`src/rtl/gpio_pad_pkg.sv`:
```
package gpio_pad_pkg;
  localparam int CTRL_W = 16;
  localparam int DATA_W = 2 * CTRL_W;
  localparam int ADDR_W = 8;
  localparam int NBANK  = 8;

  typedef enum logic [2:0] {
    BANK_OWNER = 3'd0,
    BANK_OE    = 3'd1,
    BANK_OUT   = 3'd2,
    BANK_IN    = 3'd3,
    BANK_IINV  = 3'd4,
    BANK_OINV  = 3'd5,
    BANK_OD    = 3'd6,
    BANK_ROUTE = 3'd7
  } bank_e;
endpackage

```
`src/rtl/gpio_mask_reg.sv`:
```
module gpio_mask_reg
  import gpio_pad_pkg::*;
(
  input  logic              clk_i,
  input  logic              rst_ni,
  input  logic              we_i,
  input  logic [DATA_W-1:0] wdata_i,
  output logic [CTRL_W-1:0] q_o
);
  logic [CTRL_W-1:0] q_q, mask, data;

  assign mask = wdata_i[DATA_W-1:CTRL_W];
  assign data = wdata_i[CTRL_W-1:0];

  always_ff @(posedge clk_i or negedge rst_ni) begin
    if (!rst_ni)   q_q <= '0;
    else if (we_i) q_q <= (q_q & ~mask) | (data & mask);
  end

  assign q_o = q_q;

  a_r2_unmasked_hold: assert property (@(posedge clk_i) disable iff (!rst_ni)
    1'b1 |=> ((q_q & ~($past(mask) & {CTRL_W{$past(we_i)}})) ==
              ($past(q_q) & ~($past(mask) & {CTRL_W{$past(we_i)}}))));

  a_r3_masked_take: assert property (@(posedge clk_i) disable iff (!rst_ni)
    we_i |=> ((q_q & $past(mask)) == ($past(data) & $past(mask))));
endmodule

```
`src/rtl/gpio_in_sync.sv`:
```
module gpio_in_sync #(
  parameter int W = 32
) (
  input  logic         clk_i,
  input  logic         rst_ni,
  input  logic [W-1:0] d_i,
  output logic [W-1:0] q_o
);
  logic [W-1:0] meta_q, sync_q;

  always_ff @(posedge clk_i or negedge rst_ni) begin
    if (!rst_ni) begin
      meta_q <= '0;
      sync_q <= '0;
    end else begin
      meta_q <= d_i;
      sync_q <= meta_q;
    end
  end

  assign q_o = sync_q;
endmodule

```
`src/rtl/gpio_pad_mux.sv`:
```
module gpio_pad_mux #(
  parameter int NUM_PINS = 32
) (
  input  logic [NUM_PINS-1:0] route_i,
  input  logic [NUM_PINS-1:0] owner_i,
  input  logic [NUM_PINS-1:0] oe_i,
  input  logic [NUM_PINS-1:0] out_i,
  input  logic [NUM_PINS-1:0] oinv_i,
  input  logic [NUM_PINS-1:0] od_i,
  input  logic [NUM_PINS-1:0] iop_out_i,
  input  logic [NUM_PINS-1:0] iop_oe_i,
  input  logic [NUM_PINS-1:0] periph_out_i,
  input  logic [NUM_PINS-1:0] periph_oe_i,
  output logic [NUM_PINS-1:0] pad_out_o,
  output logic [NUM_PINS-1:0] pad_oe_o
);
  for (genvar p = 0; p < NUM_PINS; p++) begin : g_pin
    logic lvl;
    assign lvl = out_i[p] ^ oinv_i[p];

    always_comb begin
      if (!route_i[p]) begin
        pad_out_o[p] = periph_out_i[p];
        pad_oe_o[p]  = periph_oe_i[p];
      end else if (!owner_i[p]) begin
        pad_out_o[p] = iop_out_i[p];
        pad_oe_o[p]  = iop_oe_i[p];
      end else if (od_i[p]) begin
        // open drain: only ever pull low
        pad_out_o[p] = 1'b0;
        pad_oe_o[p]  = oe_i[p] & ~lvl;
      end else begin
        pad_out_o[p] = lvl;
        pad_oe_o[p]  = oe_i[p];
      end
    end
  end
endmodule

```
`src/rtl/gpio_pad_ctrl.sv`:
```
module gpio_pad_ctrl
  import gpio_pad_pkg::*;
#(
  parameter int NUM_PINS = 32
) (
  input  logic                clk_i,
  input  logic                rst_ni,
  input  logic [ADDR_W-1:0]   addr_i,
  input  logic                we_i,
  input  logic [DATA_W-1:0]   wdata_i,
  output logic [DATA_W-1:0]   rdata_o,
  input  logic [NUM_PINS-1:0] pad_in_i,
  output logic [NUM_PINS-1:0] pad_out_o,
  output logic [NUM_PINS-1:0] pad_oe_o,
  input  logic [NUM_PINS-1:0] iop_out_i,
  input  logic [NUM_PINS-1:0] iop_oe_i,
  input  logic [NUM_PINS-1:0] periph_out_i,
  input  logic [NUM_PINS-1:0] periph_oe_i
);
  localparam int WORDS = NUM_PINS / CTRL_W;

  logic [2:0] bank_sel, word_sel;
  logic       hit;

  assign bank_sel = addr_i[7:5];
  assign word_sel = addr_i[4:2];
  assign hit      = (addr_i[1:0] == 2'b00) && (int'(word_sel) < WORDS);

  logic [NBANK-1:0][NUM_PINS-1:0] bits;
  logic [NUM_PINS-1:0]            in_sync, in_view;

  for (genvar b = 0; b < NBANK; b++) begin : g_bank
    for (genvar w = 0; w < WORDS; w++) begin : g_word
      if (b == int'(BANK_IN)) begin : g_ro
        assign bits[b][w*CTRL_W +: CTRL_W] = '0;
      end else begin : g_rw
        gpio_mask_reg u_reg (
          .clk_i   (clk_i),
          .rst_ni  (rst_ni),
          .we_i    (we_i && hit && (bank_sel == 3'(b)) && (word_sel == 3'(w))),
          .wdata_i (wdata_i),
          .q_o     (bits[b][w*CTRL_W +: CTRL_W])
        );
      end
    end
  end

  gpio_in_sync #(.W(NUM_PINS)) u_sync (
    .clk_i  (clk_i),
    .rst_ni (rst_ni),
    .d_i    (pad_in_i),
    .q_o    (in_sync)
  );

  assign in_view = in_sync ^ bits[BANK_IINV];

  logic [CTRL_W-1:0] rd_ctrl;
  always_comb begin
    rd_ctrl = '0;
    for (int w = 0; w < WORDS; w++) begin
      if (hit && (word_sel == 3'(w))) begin
        if (bank_sel == BANK_IN) rd_ctrl = in_view[w*CTRL_W +: CTRL_W];
        else                     rd_ctrl = bits[bank_sel][w*CTRL_W +: CTRL_W];
      end
    end
  end

  assign rdata_o = {{(DATA_W-CTRL_W){1'b0}}, rd_ctrl};

  gpio_pad_mux #(.NUM_PINS(NUM_PINS)) u_mux (
    .route_i      (bits[BANK_ROUTE]),
    .owner_i      (bits[BANK_OWNER]),
    .oe_i         (bits[BANK_OE]),
    .out_i        (bits[BANK_OUT]),
    .oinv_i       (bits[BANK_OINV]),
    .od_i         (bits[BANK_OD]),
    .iop_out_i    (iop_out_i),
    .iop_oe_i     (iop_oe_i),
    .periph_out_i (periph_out_i),
    .periph_oe_i  (periph_oe_i),
    .pad_out_o    (pad_out_o),
    .pad_oe_o     (pad_oe_o)
  );

  logic [NUM_PINS-1:0] route_v, owner_v, od_v;
  assign route_v = bits[BANK_ROUTE];
  assign owner_v = bits[BANK_OWNER];
  assign od_v    = bits[BANK_OD];

  a_r6_periph_pass: assert property (@(posedge clk_i) disable iff (!rst_ni)
    ((pad_out_o & ~route_v) == (periph_out_i & ~route_v)) &&
    ((pad_oe_o & ~route_v) == (periph_oe_i & ~route_v)));

  a_r7_iop_pass: assert property (@(posedge clk_i) disable iff (!rst_ni)
    ((pad_oe_o & route_v & ~owner_v) == (iop_oe_i & route_v & ~owner_v)));

  a_r9_od_never_high: assert property (@(posedge clk_i) disable iff (!rst_ni)
    (pad_out_o & route_v & owner_v & od_v) == '0);
endmodule

```
`config.mk`:
```
export PLATFORM = sky130hd
export DESIGN_NAME = gpio_pad_ctrl
export DESIGN_NICKNAME = d
export VERILOG_FILES = /design/src/rtl/gpio_pad_pkg.sv /design/src/rtl/gpio_mask_reg.sv /design/src/rtl/gpio_in_sync.sv /design/src/rtl/gpio_pad_mux.sv /design/src/rtl/gpio_pad_ctrl.sv
export SDC_FILE = /design/constraint.sdc
export NUM_CORES = 1
export LEC_CHECK = 0
export BUFFER_PORTS_ARGS = -buffer_cell sky130_fd_sc_hd__buf_2
export CORE_MARGIN = 2
export CORE_UTILIZATION = 60
export CTS_BUF_LIST = sky130_fd_sc_hd__clkbuf_2
export DETAILED_ROUTE_END_ITERATION = 10
export PLACE_DENSITY = 0.86
export SLEW_MARGIN = 20
export SYNTH_ARGS = -nofsm -noshare
export SYNTH_HDL_FRONTEND = slang
export SYNTH_SLANG_ARGS = --single-unit
```
`constraint.sdc`:
```
create_clock -name clk_i -period 7.15 [get_ports clk_i]
set_input_delay 1.43 -clock clk_i [delete_from_list [all_inputs] [get_ports clk_i]]
set_output_delay 1.43 -clock clk_i [all_outputs]
set_load 0.01 [all_outputs]
```
# --- Yosys cells after proc, flatten, opt, wreduce, memory -nomap -nowiden ---
# Cells that the tools add are included.
# Widths: inputs -> output; s select.
op_classes:
  add_sub_neg: 0
  multipliers: 0
  div: 0
  n_lt_le_gt_ge: 2
  n_eq_ne: 8
  n_shift: 0
  n_mux: 198
  bitwise: 127
  reduce_logical: 28
ops:
  columns: ["cell", "count"]
  rows:
  - ["$and 16x16->16", 15]
  - ["$or 16x16->16", 14]
  - ["$mux 1", 192]
  - ["$bmux 32 s3", 1]
  - ["$mux 16", 4]
  - ["$and 1x1->1", 32]
  - ["$mux 32", 1]
  - ["$not 1->1", 32]
  - ["$xor 1x1->1", 32]
  - ["$xor 32x32->32", 1]
  - ["$logic_and 1x1->1", 25]
  - ["$not 16->16", 1]
  - ["$eq 3x3->1 const B", 4]
  - ["$eq 3x1->1 const B", 2]
  - ["$eq 3x2->1 const B", 2]
  - ["$logic_not 3->1", 2]
  - ["$lt 3x4->1 const B", 1]
  - ["$lt 3x2->1 const B", 1]
  - ["$logic_not 2->1", 1]
totals:
  regBits: 288
  latch_bits: 0
  mem_bits_rw: 0
  romBits: 0
  in_bits: 203
  output_inout_bits: 96
  elab_cells: 379
  n_memories: 0

# --- Longest topological paths before layout ---
depth:
  depth_word: 6
  mapped_depth: 7
  depth_no_buf: 4

# --- Modules after synthesis ---
# A second synthesis with hierarchy kept.
unflattened:
  hier_cells: 1331
  area_unflattened_um2: 15942.8
modules_own_cells:
  columns: ["module", "instances", "cells_each", "area_each_um2", "seq_area_each_um2"]
  rows:
  - ["gpio_mask_reg", 14, 50, 700.7, 400.4]
  - ["gpio_pad_ctrl", 1, 247, 2650.0, 0.0]
  - ["gpio_pad_mux", 1, 320, 1881.8, 0.0]
  - ["gpio_in_sync", 1, 64, 1601.5, 1601.5]

# --- Least setup slack after synthesis ---
# OpenSTA, ideal clock, no wires.
synth_timing:
  path_kind: "input-to-output"
  start: "input port addr_i[1]"
  end: "output port rdata_o[14]"
  arrival_ns: 3.271
  setup_slack_ns: 2.449
  path_stages: 7
  n_path_buf: 3
  cell_sequence: "or4_4 buf_12 buf_12 or2_1 buf_2 or3_1 a31oi_1"
synth_via:
  elab_chain_cells: 5
  word_cells_on_any_way: 6
synth_lines:
  columns: ["element", "line", "source"]
  rows:
  - ["from (decl)", "gpio_pad_ctrl.sv:8", "input logic [ADDR_W-1:0] addr_i,"]
  - ["$logic_not 2->1 *", "gpio_pad_ctrl.sv:27", "assign hit = (addr_i[1:0] == 2'b00) && (int'(word_sel) < WORDS);"]
  - ["$logic_and 1x1->1 *", "gpio_pad_ctrl.sv:27", null]
  - ["$logic_and 1x1->1", "gpio_pad_ctrl.sv:61", "if (hit && (word_sel == 3'(w))) begin"]
  - ["$mux 16", "gpio_pad_ctrl.sv:61", null]
  - ["$mux 16 *", "gpio_pad_ctrl.sv:61", null]
  - ["to (decl)", "gpio_pad_ctrl.sv:11", "output logic [DATA_W-1:0] rdata_o,"]
# Every way passes the cells marked *; elsewhere a longest branch is shown, timed or not.

# --- Worst setup path in the final report ---
layout_timing:
  start: "input port addr_i[5]"
  end: "output port rdata_o[14]"
layout_via:
  elab_chain_cells: 5
  word_cells_on_any_way: 7
layout_lines:
  columns: ["element", "line", "source"]
  rows:
  - ["$bmux 32 s3", "gpio_pad_ctrl.sv:63", "else rd_ctrl = bits[bank_sel][w*CTRL_W +: CTRL_W];"]
  - ["$mux 32 (implied by the code)", "gpio_pad_ctrl.sv:63", null]
  - ["$mux 16", "gpio_pad_ctrl.sv:62", "if (bank_sel == BANK_IN) rd_ctrl = in_view[w*CTRL_W +: CTRL_W];"]
  - ["$mux 16", "gpio_pad_ctrl.sv:61", null]
  - ["$mux 16 *", "gpio_pad_ctrl.sv:61", null]
# Every way passes the cells marked *; elsewhere a longest branch is shown, timed or not. The select of a mux whose other input is x is not followed.

==> qor.csv <==
stage;metric;value;unit
status;outcome;finished, final reports clean;
sta;tns;0;ns
sta;slew_headroom;22.98;%
yosys;avgSynthCellArea;11.64;µm²
sta;slew_violations;0;
clock_network;root_buffer;clkbuf_2;
routing;dr.first_iter.drc_count;867;
cells_and_area;syn2layout_area_growth;13.96;%
critical_path;reg2reg_slack;6.24;ns
routing;wl_per_cell;20.32;µm
yosys;ys_seq_area_share;45.96;%
placement;numPortBuffers;282;
critical_path;cp_max_fo;45;
cells_and_area;multi_input_area;0.007985;mm²
worst_hold_path;whs_path_depth;0;
worst_hold_path;whs_endpoint;u_sync.q_o[31];
clock_network;ctsResizeCount;0;
floorplan;die_w;165.7;µm
placement;dp_hpwl;27370;µm
yosys;ys_ff_latch;288;
cells_and_area;nets;1850;
clock_network;ctsHtreeMaxLevel;3;
grt;first_global_vias;12330;
critical_path;worstSetupPathType;in2out;
yosys;ys_warn_count;0;
routing;via_count;12110;
power;vdd.ir_drop.worst;0.1084;mV
critical_path;end_kind;primary output;
cells_and_area;utilization;69.16;%
grt;grt_pass1_wl;65140;µm
sta;finalCritPeriodShare;74.15;%
power;p_leak;0.008873;µW
worst_hold_path;holdCritStartpoint;u_sync.meta_q[31];
yosys;netlist_instances;1347;
routing;vias_per_cell;5.951;
clock_network;cts_buffer_depth;3;
clock_network;cts_tree;yes;
worst_hold_path;hold_path.class;reg2reg;
cells_and_area;final_layout_size_suffix_gt1_share;41.43;%
routing;routed_wl;41360;µm
sta;tightest_slew;1.147;ns
critical_path;start_kind;primary input;
clock_network;worstSkewPairLatency;0.84;ns
power;p_per_area;182.5;mW/mm²
sta;worst_hold_slack;0.3548;ns
routing;antenna_left;0;
grt;antenna_found_initial;5;
floorplan;initial_core_util;60.69;%
sta;final-hold-violation-count;0;
cells_and_area;ff_latch_area;0.007207;mm²
sta;grt_setup_unrepaired;false;
sta;max_freq;188.6;MHz
grt;grt_overflow;0;
critical_path;arrival;3.87;ns
job;cap_violations;0;
clock_network;numCtsBuffers;74;
routing;drt_pass1_iterations;5;
grt;grt_usage;30.02;%
cells_and_area;fill_cells;1906;
clock_network;cts_hold_buffers;0;
floorplan;core_area;0.02584;mm²
yosys;synth.distinct_cells;34;
sta;skew;0.01766;ns
sta;finalSetupViolations;0;
placement;gp_congestion;0.8226;
routing;drc;0;
yosys;syn_area;0.01568;mm²
sta;period_minus_slack;5.302;ns
clock_network;post_cts_buffers;0;
floorplan;dieArea;0.02744;mm²
power;power;3261;µW
critical_path;cp.required;5.72;ns
floorplan;die_y;165.7;µm
grt;grt_max_degree;169;
clock_network;clkTransAtPathRegs;0.08;ns
clock_network;cts_sinks;288;
floorplan;num_rows;59;
critical_path;reg2reg_depth;1;
floorplan;num_io_pins;299;
[worst max-delay path by stage]
| stage | from | endpoint | slack [ns] | cells after the start |
|---|---|---|---|---|
| floorplan | addr_i[1] | rdata_o[14] | 2.45 | 7 |
| global placement | addr_i[5] | rdata_o[13] | 1.92 | 6 |
| detailed placement | addr_i[5] | rdata_o[13] | 1.84 | 6 |
| CTS | addr_i[5] | rdata_o[13] | 1.83 | 6 |
| global route | addr_i[5] | rdata_o[14] | 1.64 | 6 |
| finish | addr_i[5] | rdata_o[14] | 1.85 | 6 |
[synthesized netlist by cell type]
master    count  area share [%]
buf_1         9            0.22
mux2_4       60             5.7
xor2_1       62             3.5
clkbuf_1     27            0.65
nand2_2       5            0.20
o22ai_1      19            0.76
nor2b_1      36             1.4
or4_4         1           0.072
mux4_2       58             8.3
buf_4        16            0.77
clkinv_1      1           0.024
nand2b_1     36             1.4
or3_1         4            0.16
nand2_1     253             6.1
or2_1         1           0.040
xnor2_1       2            0.11
buf_6        11            0.79
a21oi_1      35             1.1
conb_1        1           0.024
inv_2         1           0.024
nand3b_1     32             1.5
a221oi_1      2            0.11
mux2i_1      15            0.96
nor4_4       14             1.9
mux2_1       12            0.86
o21ai_0      17            0.54
buf_12        2            0.26
mux2_2      152              11
dfrtp_1     288              46
a211oi_1      4            0.19
or2_2         1           0.040
buf_2        24            0.77
a31oi_1      66             2.6
nor2_1       80             1.9
[final cells by class]
cell class	instances	area share (%)
clock buffer	101	2.829
clock inverter	25	1.001
tap	335	2.346
antenna	3	0.04201
inverter	2	0.04201
multi-input combinational	983	44.69
timing repair buffer	298	8.724
sequential	288	40.33
[cells in the final DEF, fill, tap and decap left out, types with 4 or more instances in the layout]
cell	instances
dfrtp_1	288
buf_2	279
nand2_1	253
mux2_2	152
clkbuf_2	101
nor2_1	79
a31oi_1	66
xor2_1	62
mux2_4	60
mux4_2	58
nand2b_1	36
nor2b_1	36
a21oi_1	35
nand3b_1	32
o22ai_1	19
o21ai_0	17
buf_4	17
conb_1	16
mux2i_1	15
clkinv_1	15
nor4_4	14
mux2_1	12
nand2_2	5
clkinv_2	5
inv_2	4
a211oi_1	4
or3_1	4
[stage by stage]
step                area [µm²]  std cells  worst slack, ns
floorplan                15740       1362            2.449
global placement         17180       1906            1.923
detailed placement       17180       1906            1.843
CTS                      17860       2032            1.832
global route             17870       2034            1.642
finish                   17870       2035            1.848
[report_power, final]
part           total, µW  internal, µW  switching, µW
logic                354           159            195
registers           1730          1680           50.2
clock network       1180           489            687
[critical path, cell delays in order]
cell	delay [ns]
buf_4	0.64
buf_4	0.52
mux4_2	0.55
a221oi_1	0.35
a31oi_1	0.12
buf_2	0.22
[metal layers]
layer / global-route usage (%) / vias to the layer above / wire length, µm
li1: - / 5381 / -
met1: 40.37 / 5992 / 16820
met2: 47.16 / 605 / 19470
met3: 6.738 / 131 / 3399
met4: 13.53 / 2 / 1662
met5: 0 / - / 7
[kinds of logic after synthesis]
| family | share of synthesized area [%] |
|---|---|
| flip-flops | 45.96 |
| AND/OR/NAND/NOR | 14.79 |
| XOR/XNOR | 3.575 |
| other | 0.02392 |
| multiplexers | 26.81 |
| AO/OA/AOI/OAI | 5.354 |
| buffers and inverters | 3.487 |
Note: power is estimated with default switching activity, not from simulation.
